==> config.mk <==
export PLATFORM = sky130hd
export DESIGN_NAME = conv_fault_supervisor
export DESIGN_NICKNAME = d
export VERILOG_FILES = /design/src/rtl/fsup_pkg.sv /design/src/rtl/fsup_thermal.sv /design/src/rtl/fsup_short_det.sv /design/src/rtl/fsup_hiccup_timer.sv /design/src/rtl/conv_fault_supervisor.sv
export SDC_FILE = /design/constraint.sdc
export NUM_CORES = 1
export LEC_CHECK = 0
export BUFFER_PORTS_ARGS = -buffer_cell sky130_fd_sc_hd__clkbuf_2
export CORE_AREA = 2 2 61 69
export DETAILED_ROUTE_END_ITERATION = 10
export DIE_AREA = 0 0 63 71
export GPL_TIMING_DRIVEN = 0
export PLACE_DENSITY_LB_ADDON = 0.2
export SETUP_SLACK_MARGIN = 0.02
export SYNTH_ARGS = -nofsm -noshare
export SYNTH_HDL_FRONTEND = slang
export SYNTH_SLANG_ARGS = --single-unit
==> constraint.sdc <==
create_clock -name clk -period 4.52 [get_ports clk]
set_clock_uncertainty 0.15 [all_clocks]
set_input_delay 0.904 -clock clk [delete_from_list [all_inputs] [get_ports clk]]
set_output_delay 0.904 -clock clk [all_outputs]
set_load 0.05 [all_outputs]
==> src/rtl/fsup_pkg.sv <==
package fsup_pkg;

    typedef enum logic [1:0] {
        ST_RUN    = 2'd0,
        ST_HOLD   = 2'd1,
        ST_HICCUP = 2'd2
    } sup_state_e;

    typedef enum logic [1:0] {
        CAUSE_NONE  = 2'd0,
        CAUSE_UV    = 2'd1,
        CAUSE_THERM = 2'd2,
        CAUSE_SHORT = 2'd3
    } cause_e;

    typedef struct packed {
        logic uv;
        logic hot;
        logic short_ckt;
    } fault_vec_t;

    // Highest-ranked fault present: undervoltage, then heat, then short.
    function automatic cause_e fault_rank(fault_vec_t f);
        if (f.uv)             return CAUSE_UV;
        else if (f.hot)       return CAUSE_THERM;
        else if (f.short_ckt) return CAUSE_SHORT;
        else                  return CAUSE_NONE;
    endfunction

    function automatic logic is_idle(sup_state_e s);
        return s != ST_RUN;
    endfunction

endpackage

==> src/rtl/fsup_thermal.sv <==
module fsup_thermal #(
    parameter int TEMP_W     = 8,
    parameter int TRIP_CODE  = 145,
    parameter int CLEAR_CODE = 135
) (
    input  logic              clk,
    input  logic              rst,
    input  logic [TEMP_W-1:0] temp_code,
    output logic              hot
);
    localparam logic [TEMP_W-1:0] TRIP_T  = TEMP_W'(TRIP_CODE);
    localparam logic [TEMP_W-1:0] CLEAR_T = TEMP_W'(CLEAR_CODE);

    always_ff @(posedge clk) begin
        if (rst)                     hot <= 1'b0;
        else if (temp_code >= TRIP_T)  hot <= 1'b1;
        else if (temp_code <= CLEAR_T) hot <= 1'b0;
    end

    p_hot_set_r5: assert property (@(posedge clk) disable iff (rst)
        (temp_code >= TRIP_T) |=> hot);
    p_hot_clear_r5: assert property (@(posedge clk) disable iff (rst)
        (temp_code <= CLEAR_T) |=> !hot);
    p_hot_hold_r5: assert property (@(posedge clk) disable iff (rst)
        (temp_code > CLEAR_T && temp_code < TRIP_T) |=> (hot == $past(hot)));

endmodule

==> src/rtl/fsup_short_det.sv <==
module fsup_short_det #(
    parameter int FB_W      = 10,
    parameter int VREF_CODE = 800,
    parameter int SC_MARGIN = 250
) (
    input  logic [FB_W-1:0] fb_code,
    input  logic [FB_W-1:0] ss_level,
    output logic            short_ckt
);
    localparam logic [FB_W-1:0] VREF_C   = FB_W'(VREF_CODE);
    localparam logic [FB_W:0]   MARGIN_C = (FB_W+1)'(SC_MARGIN);

    logic [FB_W-1:0] ref_active;
    logic [FB_W:0]   fb_plus;

    always_comb begin
        ref_active = (ss_level < VREF_C) ? ss_level : VREF_C;
        fb_plus    = {1'b0, fb_code} + MARGIN_C;
        short_ckt  = fb_plus < {1'b0, ref_active};
    end

endmodule

==> src/rtl/fsup_hiccup_timer.sv <==
module fsup_hiccup_timer #(
    parameter int HICCUP_CYCLES = 20_000_000
) (
    input  logic clk,
    input  logic rst,
    input  logic load,
    input  logic en,
    output logic expired
);
    localparam int CNT_W = (HICCUP_CYCLES > 1) ? $clog2(HICCUP_CYCLES) : 1;
    localparam logic [CNT_W-1:0] LOAD_V = CNT_W'(HICCUP_CYCLES - 1);

    logic [CNT_W-1:0] cnt;

    always_ff @(posedge clk) begin
        if (rst)                   cnt <= '0;
        else if (load)             cnt <= LOAD_V;
        else if (en && cnt != '0)  cnt <= cnt - 1'b1;
    end

    assign expired = (cnt == '0);

    p_load_r8: assert property (@(posedge clk) disable iff (rst)
        load |=> (cnt == LOAD_V));
    p_tick_r8: assert property (@(posedge clk) disable iff (rst)
        (en && !load && cnt != '0) |=> (cnt == $past(cnt) - 1'b1));

endmodule

==> src/rtl/conv_fault_supervisor.sv <==
module conv_fault_supervisor
    import fsup_pkg::*;
#(
    parameter int TEMP_W        = 8,
    parameter int TRIP_CODE     = 145,
    parameter int CLEAR_CODE    = 135,
    parameter int FB_W          = 10,
    parameter int VREF_CODE     = 800,
    parameter int SC_MARGIN     = 250,
    parameter int HICCUP_CYCLES = 20_000_000
) (
    input  logic              clk,
    input  logic              rst,
    input  logic              uv_bias,
    input  logic              uv_input,
    input  logic [TEMP_W-1:0] temp_code,
    input  logic [FB_W-1:0]   fb_code,
    input  logic [FB_W-1:0]   ss_level,
    output logic              run_en,
    output logic              ss_discharge,
    output logic              comp_clamp,
    output logic [1:0]        state_o,
    output logic [1:0]        cause_o
);
    sup_state_e state, nxt_state;
    cause_e     cause, nxt_cause;
    fault_vec_t flt;
    logic       hot, sc, tmr_load, tmr_done;

    fsup_thermal #(
        .TEMP_W(TEMP_W), .TRIP_CODE(TRIP_CODE), .CLEAR_CODE(CLEAR_CODE)
    ) i_thermal (
        .clk(clk), .rst(rst), .temp_code(temp_code), .hot(hot)
    );

    fsup_short_det #(
        .FB_W(FB_W), .VREF_CODE(VREF_CODE), .SC_MARGIN(SC_MARGIN)
    ) i_short (
        .fb_code(fb_code), .ss_level(ss_level), .short_ckt(sc)
    );

    fsup_hiccup_timer #(
        .HICCUP_CYCLES(HICCUP_CYCLES)
    ) i_timer (
        .clk(clk), .rst(rst), .load(tmr_load),
        .en(state == ST_HICCUP), .expired(tmr_done)
    );

    always_comb begin
        flt.uv        = uv_bias | uv_input;
        flt.hot       = hot;
        flt.short_ckt = sc;
    end

    always_comb begin
        nxt_state = state;
        nxt_cause = cause;
        tmr_load  = 1'b0;
        unique case (state)
            ST_RUN: begin
                unique case (fault_rank(flt))
                    CAUSE_UV: begin
                        nxt_state = ST_HOLD;
                        nxt_cause = CAUSE_UV;
                    end
                    CAUSE_THERM: begin
                        nxt_state = ST_HICCUP;
                        nxt_cause = CAUSE_THERM;
                        tmr_load  = 1'b1;
                    end
                    CAUSE_SHORT: begin
                        nxt_state = ST_HICCUP;
                        nxt_cause = CAUSE_SHORT;
                        tmr_load  = 1'b1;
                    end
                    default: ;
                endcase
            end
            ST_HOLD: begin
                if (flt.uv) begin
                    nxt_cause = CAUSE_UV;
                end else if (flt.hot) begin
                    nxt_state = ST_HICCUP;
                    nxt_cause = CAUSE_THERM;
                    tmr_load  = 1'b1;
                end else begin
                    nxt_state = ST_RUN;
                end
            end
            ST_HICCUP: begin
                if (flt.uv) begin
                    nxt_state = ST_HOLD;
                    nxt_cause = CAUSE_UV;
                end else begin
                    if (flt.hot) nxt_cause = CAUSE_THERM;
                    if (tmr_done) begin
                        if (flt.hot) tmr_load  = 1'b1;
                        else         nxt_state = ST_RUN;
                    end
                end
            end
            default: nxt_state = ST_HOLD;
        endcase
    end

    always_ff @(posedge clk) begin
        if (rst) begin
            state <= ST_HOLD;
            cause <= CAUSE_NONE;
        end else begin
            state <= nxt_state;
            cause <= nxt_cause;
        end
    end

    always_comb begin
        run_en       = !is_idle(state);
        ss_discharge = is_idle(state);
        comp_clamp   = is_idle(state);
        state_o      = state;
        cause_o      = cause;
    end

    p_uv_entry_r3: assert property (@(posedge clk) disable iff (rst)
        (state == ST_RUN && (uv_bias || uv_input)) |=> (state == ST_HOLD && cause == CAUSE_UV));
    p_uv_hold_r4: assert property (@(posedge clk) disable iff (rst)
        (state == ST_HOLD && (uv_bias || uv_input)) |=> (state == ST_HOLD));
    p_therm_entry_r6: assert property (@(posedge clk) disable iff (rst)
        (state == ST_RUN && hot && !uv_bias && !uv_input) |=> (state == ST_HICCUP && cause == CAUSE_THERM));
    p_short_entry_r7: assert property (@(posedge clk) disable iff (rst)
        (state == ST_RUN && sc && !hot && !uv_bias && !uv_input) |=> (state == ST_HICCUP && cause == CAUSE_SHORT));
    p_hiccup_wait_r8: assert property (@(posedge clk) disable iff (rst)
        (state == ST_HICCUP && !tmr_done) |=> (state != ST_RUN));
    p_therm_recycle_r9: assert property (@(posedge clk) disable iff (rst)
        (state == ST_HICCUP && tmr_done && hot && !uv_bias && !uv_input) |=> (state == ST_HICCUP));
    p_uv_preempt_r10: assert property (@(posedge clk) disable iff (rst)
        (state == ST_HICCUP && (uv_bias || uv_input)) |=> (state == ST_HOLD && cause == CAUSE_UV));
    p_run_edge_r2: assert property (@(posedge clk) disable iff (rst)
        $rose(run_en) |-> ($past(state) != ST_RUN && !ss_discharge && !comp_clamp));

endmodule

==> qor.yml, run 1 <==
outcome: "completed"
grt_pass1_vias: 1834
fin_ws_ns: 0.555
netlist_instances: 241
rsz0062_at_grt: "false"
wl_per_cell_microns: 12.9
start_util: 0.524
hold_viol: 0
drtAntennaViolNets: 0
hold_path_class: "reg -> reg"
powerDensity_nw_per_um2: 390
dieArea_sq_um: 4470
synth_area_leaders: "dfxtp_1 30%, ha_1 9.4%, xnor2_1 8.8%, a21oi_1 6.0%, nor3_1 5.3%"
h-tree-depth: 2
finalSetupTns_ns: 0
path_depth: 11
worstPathMaxFanout: 10
clockBufferDepth: 2
path_class: "in -> reg"
antenna_found_initial: 0
synth_top_area_share: 0.301
grt.overflow.total: 0
yosysSeqAreaShare: 0.301
final_common_cell: "clkbuf_2"
synth-async-reset-ratio: 0
setup.worst_path.start: "fb_code[3]"
yosysTopAreaCell: "dfxtp_1"
slowest_stage: "nor4_2"
period_minus_slack_ns: 3.97
syn-num-nets: 288
clk_latency_ns: 0.29
p_total_mw: 0.914
timing.slew.headroom: 0.334
grt_max_degree: 11
rr_worst_depth: 6
clk_pin_slew_ns: 0.06
mostFrequentLayoutCells: "38 x clkbuf_2, 30 x dfxtp_1, 24 x a21oi_1, 22 x nor2_1, 21 x nor3_1"
postCtsHoldBufs: 0
dp_slack_ns: 0.204
first_pass_iters: 4
grt_pass1_wl_microns: 7730
die_w_microns: 63
core_area_sq_um: 3810
endpoint: "i_timer.cnt[8]$_SDFFE_PP0P_"
yosysWarnings: 0
drive_above_1_share: 0.206
endpoint_kind: "register"
ff2ff_setup_slack_ns: 1.46
drv_cap: 0
p_int_mw: 0.546
reg2reg_to: "i_timer.cnt[8]$_SDFFE_PP0P_"
ctsResizeCount: 0
worst_slew_pin_slew_ns: 0.991
maxSlewViolCount: 0
total_leakage_power_nw: 0.993
post-cts-setup-buffer-count: 0
synth_area_sq_um: 2000
p_sw_mw: 0.368
crit_chain: "clkbuf_2 > or4_4 > a211o_1 > xor2_1 > ha_1 > a21oi_1 > nor2b_1 > a311oi_2 > o22ai_2 > nor4_2 > nor3_1"
p_sw_frac: 0.402
setup_violations: 0
path_buf_inv: 1
critPathArrivalTime_ns: 3.95
required_ns: 4.50
gp_congestion: 0.828
routed_via_density: 5.50
ys_ff_latch: 30
p_comb_frac: 0.410
portBuffers: 38
ys.flop_type: "dfxtp_1"
drc: 0
dp_hpwl_microns: 3400
antennaDiodeCount: 0
rows: 24
cts_tree: "yes"
start_kind: "input pin"
syn_area_per_cell_sq_um: 8.29
cts-root-buf: "clkbuf_8"
grt_use_total: 0.215
ir_worst_vdd_uv: 279
p_clk_frac: 0.247
fillers: 373
clock-sinks: 30
finalWirelength_microns: 4360
fmax_mhz: 252
cts_inserted_buffers: 5
synth_edf_count: 0
yosysUniqueCellTypes: 46
critical-path-max-stage-delay_ns: 0.77
area_growth_pct: 17.4
via_count: 1865
fin_crit_sh: 0.877
drt_iter0_markers: 79
die_h_microns: 71
crit_family: "simple AND/OR/NAND/NOR gates"
final_nets: 333
seqPwrFrac: 0.344
ioPinCount: 39
regToRegStartpoint: "i_timer.cnt[2]$_SDFFE_PP0P_"
[state kept, by name (all words and copies together), names as in the netlist]
name,cells
i_timer.cnt,25
cause_o,2
i_thermal.hot,1
state_o,2
[synth_stat cells (3+ instances only)]
library cell / n
clkbuf_1: 7
or3_1: 4
or4_1: 4
inv_1: 11
nor3b_1: 3
nor2_1: 22
dfxtp_1: 30
a21oi_1: 24
o41ai_1: 3
nand2_1: 12
o31ai_1: 4
xnor2_1: 20
xor2_1: 9
ha_1: 15
nand3_1: 4
nor3_1: 21
or2_2: 3
o21ai_0: 4
nor4_1: 6
[worst min-delay path by stage]
stage                                      start                      endpoint  slack, ns  cells after the start
finish              i_timer.cnt[24]$_SDFFE_PP0P_  i_timer.cnt[24]$_SDFFE_PP0P_       0.34                      2
global route        i_timer.cnt[24]$_SDFFE_PP0P_  i_timer.cnt[24]$_SDFFE_PP0P_       0.36                      2
CTS                 i_timer.cnt[24]$_SDFFE_PP0P_  i_timer.cnt[24]$_SDFFE_PP0P_       0.33                      2
detailed placement  i_timer.cnt[24]$_SDFFE_PP0P_  i_timer.cnt[24]$_SDFFE_PP0P_       0.33                      2
global placement    i_timer.cnt[24]$_SDFFE_PP0P_  i_timer.cnt[24]$_SDFFE_PP0P_       0.32                      2
floorplan           i_timer.cnt[24]$_SDFFE_PP0P_  i_timer.cnt[24]$_SDFFE_PP0P_       0.31                      2
[metrics by stage]
stage,utilization,std cells,hold WS [ns],instance area (sq um)
final,0.615,339,0.336,2340
after global routing,0.615,339,0.362,2340
after CTS,0.615,339,0.335,2340
after detailed placement,0.591,331,0.326,2250
after global placement,0.591,331,0.321,2250
after floorplan,-,241,0.307,2000
[worst register-to-register path, delay by kind of cell, from the launching register on]
family,cells,cell delay (ns)
AO/OA/AOI/OAI,1,0.18
AND/OR/NAND/NOR,5,2.20
flip-flops,1,0.37
[metal layers]
metal | vias up | track usage | share of wire
met1 | 851 | 0.240 | 0.43
met5 | - | 0 | 0
met4 | 0 | 0.104 | 0.029
li1 | 965 | - | -
met2 | 39 | 0.387 | 0.51
met3 | 10 | 0.0461 | 0.037
[power groups by stage]
stage,sequential [mW],clock (mW),combinational [mW]
global placement,0.319,0,0.370
finish,0.314,0.226,0.374
detailed placement,0.320,0,0.375
CTS,0.314,0.228,0.377
global route,0.319,0.236,0.418
floorplan,0.339,0,0.268
[cell families after synthesis]
kind of cell,after synthesis,synth area share
flops,30,0.301
simple gates,91,0.242
buf+inv,22,0.0514
fa+ha+maj,15,0.0940
xor+xnor,29,0.127
compound gates,52,0.174
mux,2,0.0100
[final cells by class]
type / instances / area (sq um) / share of cell area
Clock buffer: 7 / 86.3 / 0.0368
Tap cell: 52 / 65.1 / 0.0278
Buffer: 11 / 61.3 / 0.0262
Timing Repair Buffer: 38 / 190 / 0.0812
Inverter: 11 / 41.3 / 0.0176
Multi-Input combinational cell: 189 / 1290 / 0.552
Sequential cell: 30 / 601 / 0.256
Clock inverter: 1 / 5.00 / 0.00214
Power figures use the tool's default switching activity.
==> run 2, diff against run 1 <==
PLACE_DENSITY = 0.85   (was unset)
PLACE_DENSITY_LB_ADDON = unset   (was 0.2)
==> qor.yml, run 2 (synthesized netlist as in run 1, its figures left out) <==
outcome: "completed"
hold_viol: 0
maxSlewViolCount: 0
grt_pass1_vias: 1891
largest_register_ffs: 25
finalSetupTns_ns: 0
drive_above_1_share: 0.209
worstHoldEndpoint: "i_timer.cnt[24]$_SDFFE_PP0P_"
clk_pin_slew_ns: 0.07
antennaDiodeCount: 0
fillers: 332
post-cts-setup-buffer-count: 0
ff2ff_setup_slack_ns: 1.36
timing.slew.headroom: 0.329
routed_via_density: 5.77
wl_per_cell_microns: 14.1
endpoint_kind: "register"
crit_chain: "clkbuf_2 > or4_4 > a211o_1 > xor2_1 > ha_1 > a21oi_1 > nor2b_1 > a311oi_2 > o22ai_2 > nor4_2 > nor3_1"
fin_crit_sh: 0.883
fmax_mhz: 251
dp_slack_ns: 0.214
ctsResizeCount: 0
clock-sinks: 30
core_area_sq_um: 3810
via_count: 1955
total_leakage_power_nw: 1.02
mostFrequentLayoutCells: "38 x clkbuf_2, 30 x dfxtp_1, 24 x a21oi_1, 22 x nor2_1, 21 x nor3_1"
multi_input_area_sq_um: 1290
first_pass_iters: 4
rows: 24
fin_ws_ns: 0.528
gp_congestion: 0.787
die_w_microns: 63
h-tree-depth: 2
hold_path_depth: 2
die_h_microns: 71
clk_latency_ns: 0.29
grt_pass1_wl_microns: 7970
cts_inserted_buffers: 5
drc: 0
regToRegStartpoint: "i_timer.cnt[2]$_SDFFE_PP0P_"
grt_use_total: 0.219
cts-root-buf: "clkbuf_8"
drtAntennaViolNets: 0
ir_worst_vdd_uv: 318
largest-register: "i_timer.cnt"
period_minus_slack_ns: 3.99
setup_violations: 0
postCtsHoldBufs: 0
reg2reg_to: "i_timer.cnt[8]$_SDFFE_PP0P_"
grt_max_degree: 11
seq_area_sq_um: 601
worstPathMaxFanout: 10
ioPinCount: 39
required_ns: 4.51
grt.overflow.total: 0
portBuffers: 38
whs_ns: 0.342
area_growth_pct: 19.9
postLayoutCellArea_sq_um: 2390
final_common_cell: "clkbuf_2"
rsz0062_at_grt: "false"
drv_cap: 0
clockBufferDepth: 2
slowest_stage: "nor4_2"
rr_worst_depth: 6
crit_family: "simple AND/OR/NAND/NOR gates"
dp_hpwl_microns: 3520
finalWirelength_microns: 4780
cts_tree: "yes"
path_class: "in -> reg"
critPathArrivalTime_ns: 3.98
start_util: 0.524
start_kind: "input pin"
path_buf_inv: 1
worst_slew_pin_slew_ns: 0.998
final_nets: 333
powerDensity_nw_per_um2: 439
holdCritStartpoint: "i_timer.cnt[24]$_SDFFE_PP0P_"
critical-path-max-stage-delay_ns: 0.75
dieArea_sq_um: 4470
dpl-instance-area_sq_um: 2250
hold_path_class: "reg -> reg"
antenna_found_initial: 0
drt_iter0_markers: 136
## run 2: cell types whose count changed in the layout (fill, tap and decap cells not counted), sizes merged
cell / change
bufinv: +2
clkbuf: -1
clkinv: -1
## run 2: how the worst max path moves through the flow
stage	startpoint	end	slack, ns	cells after the start
2_1_floorplan	fb_code[3]	i_timer.cnt[10]$_SDFFE_PP0P_	0.72	12
3_3_place_gp	fb_code[3]	i_timer.cnt[12]$_SDFFE_PP0P_	0.29	11
3_5_place_dp	fb_code[3]	i_timer.cnt[8]$_SDFFE_PP0P_	0.21	11
4_1_cts	fb_code[3]	i_timer.cnt[8]$_SDFFE_PP0P_	0.53	11
5_1_grt	fb_code[3]	i_timer.cnt[8]$_SDFFE_PP0P_	0.29	11
6_report	fb_code[3]	i_timer.cnt[8]$_SDFFE_PP0P_	0.53	11
## run 2: cell type report
type / count / share of cell area
inverter: 11 / 0.0172
clock inverter: 2 / 0.0251
sequential: 30 / 0.251
buffer: 11 / 0.0256
tap: 52 / 0.0272
timing repair buffer: 38 / 0.0794
clock buffer: 6 / 0.0345
multi-input combinational: 189 / 0.540
## run 2: worst register-to-register path, cell delays in order (launching register included)
cell and delay [ns]:
dfxtp_1 0.38, nor4_2 0.40, nand3_1 0.41, nor4b_1 0.57, a21oi_1 0.17, nor4_2 0.81, nor3_1 0.12
## run 2: layer usage
layer / up-vias / wire length [microns] / track usage
met3: 10 / 297 / 0.0477
met5: - / 0 / 0
li1: 966 / - / -
met4: 0 / 59 / 0.0815
met2: 63 / 2460 / 0.408
met1: 916 / 1960 / 0.243
## run 2: report_power, final
part / internal (mW) / switching, mW / total [mW]
combinational: 0.135 / 0.256 / 0.391
clock: 0.235 / 0.108 / 0.343
sequential: 0.289 / 0.0275 / 0.317
## run 2: per-stage QoR
| stage | power (mW) | cells | util |
|---|---|---|---|
| 6_report | 1.05 | 339 | 0.628 |
| 5_1_grt | 1.10 | 339 | 0.628 |
| 4_1_cts | 1.05 | 339 | 0.628 |
| 3_5_place_dp | 0.702 | 331 | 0.591 |
| 3_3_place_gp | 0.690 | 331 | 0.591 |
| 2_1_floorplan | 0.607 | 241 | - |
